`config.mk`:
```
export PLATFORM = sky130hd
export DESIGN_NAME = smb_ptr_slave
export DESIGN_NICKNAME = d
export VERILOG_FILES = /design/src/rtl/smb_ptr_pkg.sv /design/src/rtl/smb_ptr_sync.sv /design/src/rtl/smb_ptr_addr_match.sv /design/src/rtl/smb_ptr_ctrl.sv /design/src/rtl/smb_ptr_slave.sv
export SDC_FILE = /design/constraint.sdc
export NUM_CORES = 1
export LEC_CHECK = 0
export ABC_AREA = 1
export BUFFER_PORTS_ARGS = -buffer_cell sky130_fd_sc_hd__buf_2
export CELL_PAD_IN_SITES_DETAIL_PLACEMENT = 1
export CELL_PAD_IN_SITES_GLOBAL_PLACEMENT = 1
export CORE_ASPECT_RATIO = 2
export CORE_MARGIN = 2
export CORE_UTILIZATION = 43
export DETAILED_ROUTE_END_ITERATION = 10
export PLACE_DENSITY = 0.86
export SLEW_MARGIN = 40
export SYNTH_ARGS = -nofsm -noshare
export SYNTH_HDL_FRONTEND = slang
export SYNTH_SLANG_ARGS = --single-unit
```
`constraint.sdc`:
```
create_clock -name clk -period 1.7 [get_ports clk]
set_input_delay 0.17 -clock clk [delete_from_list [all_inputs] [get_ports clk]]
set_output_delay 0.17 -clock clk [all_outputs]
set_load 0.1 [all_outputs]
```
`src/rtl/smb_ptr_pkg.sv`:
```
package smb_ptr_pkg;

   typedef enum logic [2:0] {
      ST_IDLE,
      ST_ADDR,
      ST_ACK_SET,
      ST_ACK_HOLD,
      ST_WR,
      ST_RD,
      ST_RD_ACK,
      ST_IGNORE
   } smb_st_e;

   localparam logic [6:0] SLV_ADDR_MAIN = 7'b1001100;
   localparam logic [6:0] SLV_ADDR_ALT  = 7'b1001101;

endpackage

```
`src/rtl/smb_ptr_sync.sv`:
```
module smb_ptr_sync #(
   parameter int STAGES = 2
) (
   input  logic clk,
   input  logic rst_n,
   input  logic scl_i,
   input  logic sda_i,
   output logic scl_s,
   output logic sda_s,
   output logic scl_rise,
   output logic scl_fall,
   output logic start_det,
   output logic stop_det
);

   generate
      if (STAGES < 2) begin : g_bad_stages
         $error("smb_ptr_sync: STAGES must be at least 2");
      end
   endgenerate

   logic [STAGES-1:0] scl_ff;
   logic [STAGES-1:0] sda_ff;
   logic              scl_q;
   logic              sda_q;

   always_ff @(posedge clk or negedge rst_n) begin
      if (!rst_n) begin
         scl_ff <= '1;
         sda_ff <= '1;
         scl_q  <= 1'b1;
         sda_q  <= 1'b1;
      end else begin
         scl_ff <= {scl_ff[STAGES-2:0], scl_i};
         sda_ff <= {sda_ff[STAGES-2:0], sda_i};
         scl_q  <= scl_ff[STAGES-1];
         sda_q  <= sda_ff[STAGES-1];
      end
   end

   assign scl_s     = scl_ff[STAGES-1];
   assign sda_s     = sda_ff[STAGES-1];
   assign scl_rise  = scl_s & ~scl_q;
   assign scl_fall  = ~scl_s & scl_q;
   assign start_det = scl_s & scl_q & sda_q & ~sda_s;
   assign stop_det  = scl_s & scl_q & ~sda_q & sda_s;

endmodule

```
`src/rtl/smb_ptr_addr_match.sv`:
```
module smb_ptr_addr_match
   import smb_ptr_pkg::*;
#(
   parameter bit ADDR_ALT = 1'b0
) (
   input  logic [7:0] addr_byte,
   output logic       hit,
   output logic       dir_rd
);

   logic [6:0] own_addr;

   generate
      if (ADDR_ALT) begin : g_alt
         assign own_addr = SLV_ADDR_ALT;
      end else begin : g_main
         assign own_addr = SLV_ADDR_MAIN;
      end
   endgenerate

   assign hit    = (addr_byte[7:1] == own_addr);
   assign dir_rd = addr_byte[0];

endmodule

```
`src/rtl/smb_ptr_ctrl.sv`:
```
module smb_ptr_ctrl
   import smb_ptr_pkg::*;
#(
   parameter int DATA_W = 8,
   parameter int PTR_W  = 8
) (
   input  logic              clk,
   input  logic              rst_n,
   input  logic              scl_s,
   input  logic              sda_s,
   input  logic              scl_rise,
   input  logic              scl_fall,
   input  logic              start_det,
   input  logic              stop_det,
   input  logic              addr_hit,
   input  logic              addr_rd,
   output logic [DATA_W-1:0] shift_next,
   output logic              sda_oe,
   output logic [PTR_W-1:0]  reg_addr,
   output logic [DATA_W-1:0] reg_wdata,
   output logic              reg_we,
   output logic              reg_rd,
   input  logic [DATA_W-1:0] reg_rdata
);

   localparam int CNT_W = $clog2(DATA_W);
   localparam logic [CNT_W-1:0] LAST_BIT = CNT_W'(DATA_W - 1);

   generate
      if (DATA_W != 8) begin : g_bad_width
         $error("smb_ptr_ctrl: DATA_W must be 8");
      end
      if (PTR_W < 1 || PTR_W > DATA_W) begin : g_bad_ptr
         $error("smb_ptr_ctrl: PTR_W must be within 1..DATA_W");
      end
   endgenerate

   smb_st_e            state;
   logic [CNT_W-1:0]   cnt;
   logic [DATA_W-1:0]  sh;
   logic               dir_q;
   logic               first_q;
   logic [PTR_W-1:0]   ptr;
   logic [PTR_W-1:0]   waddr;
   logic               load_rd;

   assign shift_next = {sh[DATA_W-2:0], sda_s};
   assign load_rd    = (state == ST_ACK_HOLD) && scl_fall && dir_q
                       && !start_det && !stop_det;
   assign reg_rd     = load_rd;
   assign reg_addr   = reg_we ? waddr : ptr;

   always_ff @(posedge clk or negedge rst_n) begin
      if (!rst_n) begin
         state     <= ST_IDLE;
         cnt       <= '0;
         sh        <= '0;
         dir_q     <= 1'b0;
         first_q   <= 1'b0;
         ptr       <= '0;
         waddr     <= '0;
         reg_wdata <= '0;
         reg_we    <= 1'b0;
         sda_oe    <= 1'b0;
      end else begin
         reg_we <= 1'b0;
         if (start_det) begin
            state  <= ST_ADDR;
            cnt    <= '0;
            sda_oe <= 1'b0;
         end else if (stop_det) begin
            state  <= ST_IDLE;
            sda_oe <= 1'b0;
         end else begin
            unique case (state)
               ST_ADDR: begin
                  if (scl_rise) begin
                     sh  <= shift_next;
                     cnt <= cnt + 1'b1;
                     if (cnt == LAST_BIT) begin
                        if (addr_hit) begin
                           dir_q   <= addr_rd;
                           first_q <= 1'b1;
                           state   <= ST_ACK_SET;
                        end else begin
                           state <= ST_IGNORE;
                        end
                     end
                  end
               end
               ST_ACK_SET: begin
                  if (scl_fall) begin
                     sda_oe <= 1'b1;
                     state  <= ST_ACK_HOLD;
                  end
               end
               ST_ACK_HOLD: begin
                  if (scl_fall) begin
                     cnt <= '0;
                     if (dir_q) begin
                        sh     <= reg_rdata;
                        sda_oe <= ~reg_rdata[DATA_W-1];
                        state  <= ST_RD;
                     end else begin
                        sda_oe <= 1'b0;
                        state  <= ST_WR;
                     end
                  end
               end
               ST_WR: begin
                  if (scl_rise) begin
                     sh  <= shift_next;
                     cnt <= cnt + 1'b1;
                     if (cnt == LAST_BIT) begin
                        state <= ST_ACK_SET;
                        if (first_q) begin
                           ptr     <= shift_next[PTR_W-1:0];
                           first_q <= 1'b0;
                        end else begin
                           reg_we    <= 1'b1;
                           waddr     <= ptr;
                           reg_wdata <= shift_next;
                           ptr       <= ptr + 1'b1;
                        end
                     end
                  end
               end
               ST_RD: begin
                  if (scl_fall) begin
                     if (cnt == LAST_BIT) begin
                        sda_oe <= 1'b0;
                        cnt    <= '0;
                        state  <= ST_RD_ACK;
                     end else begin
                        sh     <= {sh[DATA_W-2:0], 1'b0};
                        sda_oe <= ~sh[DATA_W-2];
                        cnt    <= cnt + 1'b1;
                     end
                  end
               end
               ST_RD_ACK: begin
                  if (scl_rise) begin
                     state <= sda_s ? ST_IGNORE : ST_ACK_HOLD;
                  end
               end
               default: ;
            endcase
         end
      end
   end

   // a target that has stepped off the bus never pulls the line
   assert_ignore_released_R3: assert property (@(posedge clk) disable iff (!rst_n)
      (state == ST_IGNORE) |-> !sda_oe);

   // the write strobe lasts one cycle
   assert_we_pulse_R6: assert property (@(posedge clk) disable iff (!rst_n)
      reg_we |=> !reg_we);

   // a start condition always leads into the address phase, line released
   assert_start_addr_R10: assert property (@(posedge clk) disable iff (!rst_n)
      start_det |=> (state == ST_ADDR) && !sda_oe);

   // a stop condition returns to idle
   assert_stop_idle_R10: assert property (@(posedge clk) disable iff (!rst_n)
      (stop_det && !start_det) |=> (state == ST_IDLE) && !sda_oe);

   // the driven level changes only after the clock was seen low
   assert_oe_stable_high_R7: assert property (@(posedge clk) disable iff (!rst_n)
      ($past(scl_s) && !$past(start_det) && !$past(stop_det)) |-> (sda_oe == $past(sda_oe)));

   // sending read data leaves the pointer alone
   assert_ptr_held_read_R8: assert property (@(posedge clk) disable iff (!rst_n)
      (state == ST_RD) |=> $stable(ptr));

endmodule

```
`src/rtl/smb_ptr_slave.sv`:
```
module smb_ptr_slave #(
   parameter bit ADDR_ALT    = 1'b0,
   parameter int SYNC_STAGES = 2,
   parameter int PTR_W       = 8
) (
   input  logic             clk,
   input  logic             rst_n,
   input  logic             scl_i,
   input  logic             sda_i,
   output logic             sda_oe,
   output logic [PTR_W-1:0] reg_addr,
   output logic [7:0]       reg_wdata,
   output logic             reg_we,
   output logic             reg_rd,
   input  logic [7:0]       reg_rdata
);

   localparam int DATA_W = 8;

   logic             scl_s;
   logic             sda_s;
   logic             scl_rise;
   logic             scl_fall;
   logic             start_det;
   logic             stop_det;
   logic             addr_hit;
   logic             addr_rd;
   logic [DATA_W-1:0] shift_next;

   smb_ptr_sync #(.STAGES(SYNC_STAGES)) u_sync (
      .clk       (clk),
      .rst_n     (rst_n),
      .scl_i     (scl_i),
      .sda_i     (sda_i),
      .scl_s     (scl_s),
      .sda_s     (sda_s),
      .scl_rise  (scl_rise),
      .scl_fall  (scl_fall),
      .start_det (start_det),
      .stop_det  (stop_det)
   );

   smb_ptr_addr_match #(.ADDR_ALT(ADDR_ALT)) u_match (
      .addr_byte (shift_next),
      .hit       (addr_hit),
      .dir_rd    (addr_rd)
   );

   smb_ptr_ctrl #(.DATA_W(DATA_W), .PTR_W(PTR_W)) u_ctrl (
      .clk        (clk),
      .rst_n      (rst_n),
      .scl_s      (scl_s),
      .sda_s      (sda_s),
      .scl_rise   (scl_rise),
      .scl_fall   (scl_fall),
      .start_det  (start_det),
      .stop_det   (stop_det),
      .addr_hit   (addr_hit),
      .addr_rd    (addr_rd),
      .shift_next (shift_next),
      .sda_oe     (sda_oe),
      .reg_addr   (reg_addr),
      .reg_wdata  (reg_wdata),
      .reg_we     (reg_we),
      .reg_rd     (reg_rd),
      .reg_rdata  (reg_rdata)
   );

endmodule

```
==> Word level (Yosys, flattened, before mapping) <==
Cells that the tools add are included.
{ "classes": {"n_reduce_logical": 20, "eq_ne": 31, "mux": 50, "add_sub_neg": 2, "bitwise": 16} }
{ "ops": {"columns": ["operator", "n"], "rows": [
  ["2-to-1 mux 3 bit", 19],
  ["2-to-1 mux 7 bit", 5],
  ["inequality test 4 x 1 -> 1 bit (second input constant)", 6],
  ["one-hot mux 7 bit (3 select lines)", 1],
  ["2-to-1 mux 1 bit", 19],
  ["one-hot mux 3 bit (6 select lines)", 1],
  ["2-to-1 mux 8 bit", 2],
  ["AND reduction 8 bit", 2],
  ["inequality test 2 x 1 -> 1 bit (second input constant)", 7],
  ["equality test 3 bit (second input constant)", 4],
  ["inequality test 4 x 2 -> 1 bit (second input constant)", 3],
  ["AND reduction 6 bit", 2],
  ["AND reduction 10 bit", 1],
  ["AND reduction 5 bit", 2],
  ["inequality test 3 x 1 -> 1 bit (second input constant)", 3],
  ["inverter 1 bit", 9],
  ["one-hot mux 3 bit (3 select lines)", 1],
  ["adder 8 x 1 -> 8 bit (second input constant)", 1],
  ["inequality test 2 bit (second input constant)", 4],
  ["nonzero test 8 bit", 1],
  ["AND 1 bit", 7],
  ["equality test 7 bit (second input constant)", 1],
  ["equality test 3 x 2 -> 1 bit (second input constant)", 2],
  ["nonzero test 5 bit", 1],
  ["other kinds (11)", 15]
]} }
{ "totals": {"ff_bits": 47, "elab_cells": 133} }

==> Longest topological paths before layout <==
{ "logic_depth": {"ltp_word": 7, "mapped_depth": 10, "depth_no_buf": 9} }

==> Hierarchy <==
A second synthesis with hierarchy kept.
{ "hier_totals": {"hier_cells": 351, "area_unflattened_um2": 2661.3} }
{ "by_module_without_submodules": {"columns": ["mod", "area_per_inst_um2", "seq_area_each_um2", "cells_each", "instances"], "rows": [
  ["smb_ptr_ctrl", 2432.3, 1026.0, 328, 1],
  ["smb_ptr_sync", 198.9, 157.7, 17, 1],
  ["smb_ptr_addr_match", 30.0, 0.0, 6, 1]
]} }

==> Worst setup path after synthesis <==
Ideal clock, no wire load.
{ "synth_path": {"path_type": "flip-flop to output port", "start": "register u_ctrl.reg_we", "end": "output reg_addr[0]", "stages_incl_launch_ff": 3, "path_buffers": 1, "arrival_time_ns": 3.221, "required_time_ns": 1.530, "slack_ns": -1.691, "cell_sequence": "dfrtp_1 > clkbuf_1 > o21ai_0"} }
{ "synth_via": {"elab_chain_len": 1} }
{ "synth_rtl": {"columns": ["element", "line", "source"], "rows": [
  ["start: declaration", "smb_ptr_ctrl.sv:21", "output logic reg_we,"],
  ["start signal: assignment", "smb_ptr_ctrl.sv:63", "reg_we <= 1'b0;"],
  ["start signal: assignment", "smb_ptr_ctrl.sv:66", "reg_we <= 1'b0;"],
  ["start signal: assignment", "smb_ptr_ctrl.sv:120", "reg_we <= 1'b1;"],
  ["2-to-1 mux 8 bit", "smb_ptr_ctrl.sv:51", "assign reg_addr = reg_we ? waddr : ptr;"],
  ["end: declaration", "smb_ptr_slave.sv:11", "output logic [PTR_W-1:0] reg_addr,"]
]} }
Every way passes these cells.

==> Worst setup path in the final report <==
{ "layout_path": {"start": "register u_ctrl.ptr[5]", "end": "output reg_addr[5]"} }
{ "layout_via": {"elab_chain_len": 1} }
{ "layout_rtl": {"columns": ["element", "line", "source"], "rows": [
  ["start: declaration", "smb_ptr_ctrl.sv:43", "logic [PTR_W-1:0] ptr;"],
  ["start signal: assignment", "smb_ptr_ctrl.sv:117", "ptr <= shift_next[PTR_W-1:0];"],
  ["start signal: assignment", "smb_ptr_ctrl.sv:123", "ptr <= ptr + 1'b1;"],
  ["2-to-1 mux 8 bit", "smb_ptr_ctrl.sv:51", null]
]} }
Every way passes these cells.

==> metrics.md <==
| Metric | Value |
|---|---|
| Failing checks | design-rule violations |
| Avg Inst Size Synth | 8.13 um^2 |
| Post-detail-place hpwl | 5280 um |
| Primary FF master, synth | dfrtp_1 |
| Library cells used by synthesis | 32 |
| CTS buffer count | 5 |
| Fmax | roughly 600 MHz |
| Fin Clk Skew | 0.00535 ns |
| Die width | 58.7 um |
| Slew @ Worst Pin | just under 0.5 ns |
| Buffers on Ports | 30 |
| Worst setup EP type | output port |
| Yosys reg bits | 47 |
| Worst vdd ir | 0.00101 V |
| Register area share after synthesis | 0.459 |
| Initial antenna violation count | 0 |
| PD cells | ~1400 nW/um^2 |
| Synth top area share | 0.398 |
| DRC | 3 |
| CTS tree | yes |
| Largest net degree at the start of global routing | 31 |
| Crit path time final | around 1.7 ns |
| Startpoint types | flop |
| Number of enable flip-flop cells after synthesis | 0 |
| # placed instances | between 400 and 500 |
| Final non-filler cell total | 432 |
| First-pass iteration count of the detailed router | 8 |
| Max-cap violations | 0 |
| Static leakage | between 1.5 and 2 nW |
| Synthesized cell area | between 2000 and 3000 um^2 |
| Die height | ~110 um |
| Fillers | 700 |
| Die Area | 6660 um^2 |
| Critical path peak fanout | 6 |
| Layout cells sized above 1 | 0.318 |
| Fin util | 0.569 |
| Req. time, crit path | between 1.5 and 2 ns |
| Outcome | complete, but fails checks |
| Row count | 39 |
| Setup Slack @ Placement | approximately 0.036 ns |
| Most frequent cells after synthesis | nand2_1 (112), dfrtp_1 (41), inv_1 (29) |
| Asr flop ratio synth | 1.00 |
| Starting density of the core | 0.447 |
| Synth Net Count | 333 |
| HP Class | input pin to flop |
| Crit Path Category | flop to output port |
| Antenna-violating nets left | 0 |
| Top cell type by total area after synthesis | dfrtp_1 |
| WL final | approximately 7600 um |
| CTS Sinks | 47 |
| IO Pins | 31 |
| # nets final | 386 |
| Area grow syn2layout | 27.1% |
| GPL Wtd Cong | around 0.94 |
| Post-Place Cell Area | around 2900 um^2 |
| Clock Latency Late Sink | slightly below 0.3 ns |
| Global-route wire length before repair | roughly 12000 um |
| DRT iter0 DRCs | approximately 70 |
| H-tree levels | 2 |
| WL/cell | between 15 and 20 um |
| Clk buf depth | 2 |
| Ys Warns | 0 |
| Routed vias/inst | 5.50 |
| Vias in the first global route | about 2400 |
| Setup violations, final | 0 |
| Clock slew at reported path FFs | 0.06 ns |
| Post-Syn Instances | between 300 and 400 |
| Hold Vio Cnt, Final | 0 |
| Worst slew margin relative to its limit | 0.672 |
| GRT Resource Usage Total | 0.231 |
| Total grt overflow | 0 |
| Slew Viols, Final | 0 |
| Core Area | between 5000 and 6000 um^2 |
| Via Count | 2378 |
| Count leader, synth | nand2_1 |
| Final Cell Area | 3280 um^2 |
| Ranking of synthesized cells by area | dfrtp_1 (40%), nand2_1 (16%), dfstp_2 (6.1%) |
| Root buf cell | clkbuf_16 |
| Final setup margin | roughly 0.040 ns |
| Arrival time worst endpoint | between 1 and 1.5 ns |
| Ant diodes | 0 |
| Period utilisation layout | 0.976 |
## placed cells by master (no fill, tap or decap), types with 12 or more instances in the layout
cell type and n:
buf_2 26, buf_4 16, dfrtp_1 39, inv_1 28, nand2_1 112, nand3_1 18, nor2_1 18, o21ai_0 12
o21ai_2 24
## logic make-up after synthesis
logic type,count (synthesis),synth area share
simple gates,172,0.301
compound gates,49,0.131
xor+xnor,3,0.0102
flops,47,0.459
buf+inv,42,0.0796
fa+ha+maj,4,0.0194
## per-stage QoR
| step | TNS, ns | hold slack [ns] | power [mW] |
|---|---|---|---|
| final | 0 | 0.198 | 4.67 |
| after global routing | -0.0818 | 0.225 | 4.96 |
| after CTS | 0 | 0.192 | 4.46 |
| after detailed placement | 0 | 0.139 | 3.27 |
| after global placement | 0 | 0.131 | 3.19 |
| after floorplan | -0.426 | -0.126 | 2.82 |
## flip-flops by register name, summed over array words and instances, names as in the netlist
register          flops
u_ctrl.reg_wdata      8
u_sync.sda_q          1
u_ctrl.state          3
u_ctrl.ptr            8
u_sync.scl_ff         2
u_ctrl.sh             7
u_ctrl.waddr          8
u_sync.sda_ff         2
u_ctrl.sda_oe         1
u_sync.scl_q          1
u_ctrl.dir_q          1
u_ctrl.first_q        1
u_ctrl.reg_we         1
u_ctrl.cnt            3
## worst paths after layout
path,from,endpoint,slack [ns],cells past startpoint
min reg2reg,u_sync.scl_ff[0],u_sync.scl_ff[1],0.36,0
min in group asynchronous,rst_n,u_ctrl.reg_wdata[1],0.36,2
max reg2reg,u_ctrl.cnt[0],u_ctrl.ptr[1],0.07,10
min,reg_rdata[7],u_ctrl.sda_oe,0.20,4
max in group asynchronous,rst_n,u_sync.sda_q,0.76,3
max,u_ctrl.ptr[5],reg_addr[5],0.04,3
## layer usage
metal / part of all wire / routed length (um) / track usage
met5: 0 / 0 / 0
met3: 0.032 / 241 / 0.0397
met1: 0.32 / 2410 / 0.216
met4: 0.048 / 367 / 0.121
met2: 0.60 / 4610 / 0.444
## worst max-delay path, cell delays in order (launching register included)
cell     delay (ns)
dfrtp_1        0.47
inv_1          0.16
o21ai_2        0.13
buf_2          0.43
## power breakdown
part / total (mW) / switching, mW / internal (mW)
clock network: 1.16 / 0.428 / 0.732
logic: 2.04 / 1.34 / 0.699
registers: 1.48 / 0.180 / 1.30
total: 4.67 / 1.94 / 2.73
## final cells by class
cell class | count | area [um^2] | share of cell area
multi-input cells | 228 | 1280 | 0.390
flip-flops and latches | 47 | 1190 | 0.363
repair buffers | 54 | 423 | 0.129
clock buffers | 6 | 139 | 0.0424
inverters | 34 | 135 | 0.0413
well taps | 61 | 76.3 | 0.0233
clock inverters | 2 | 35.0 | 0.0107
## repair_timing
item	CTS	global route
pin swaps	0	4
buffers inserted	0	13
resized for setup	1	15
hold endpoints to repair	19	0
setup endpoints to repair	1	34
gates cloned	0	1
hold buffers	3	0
Note: power is estimated with default switching activity, not from simulation.
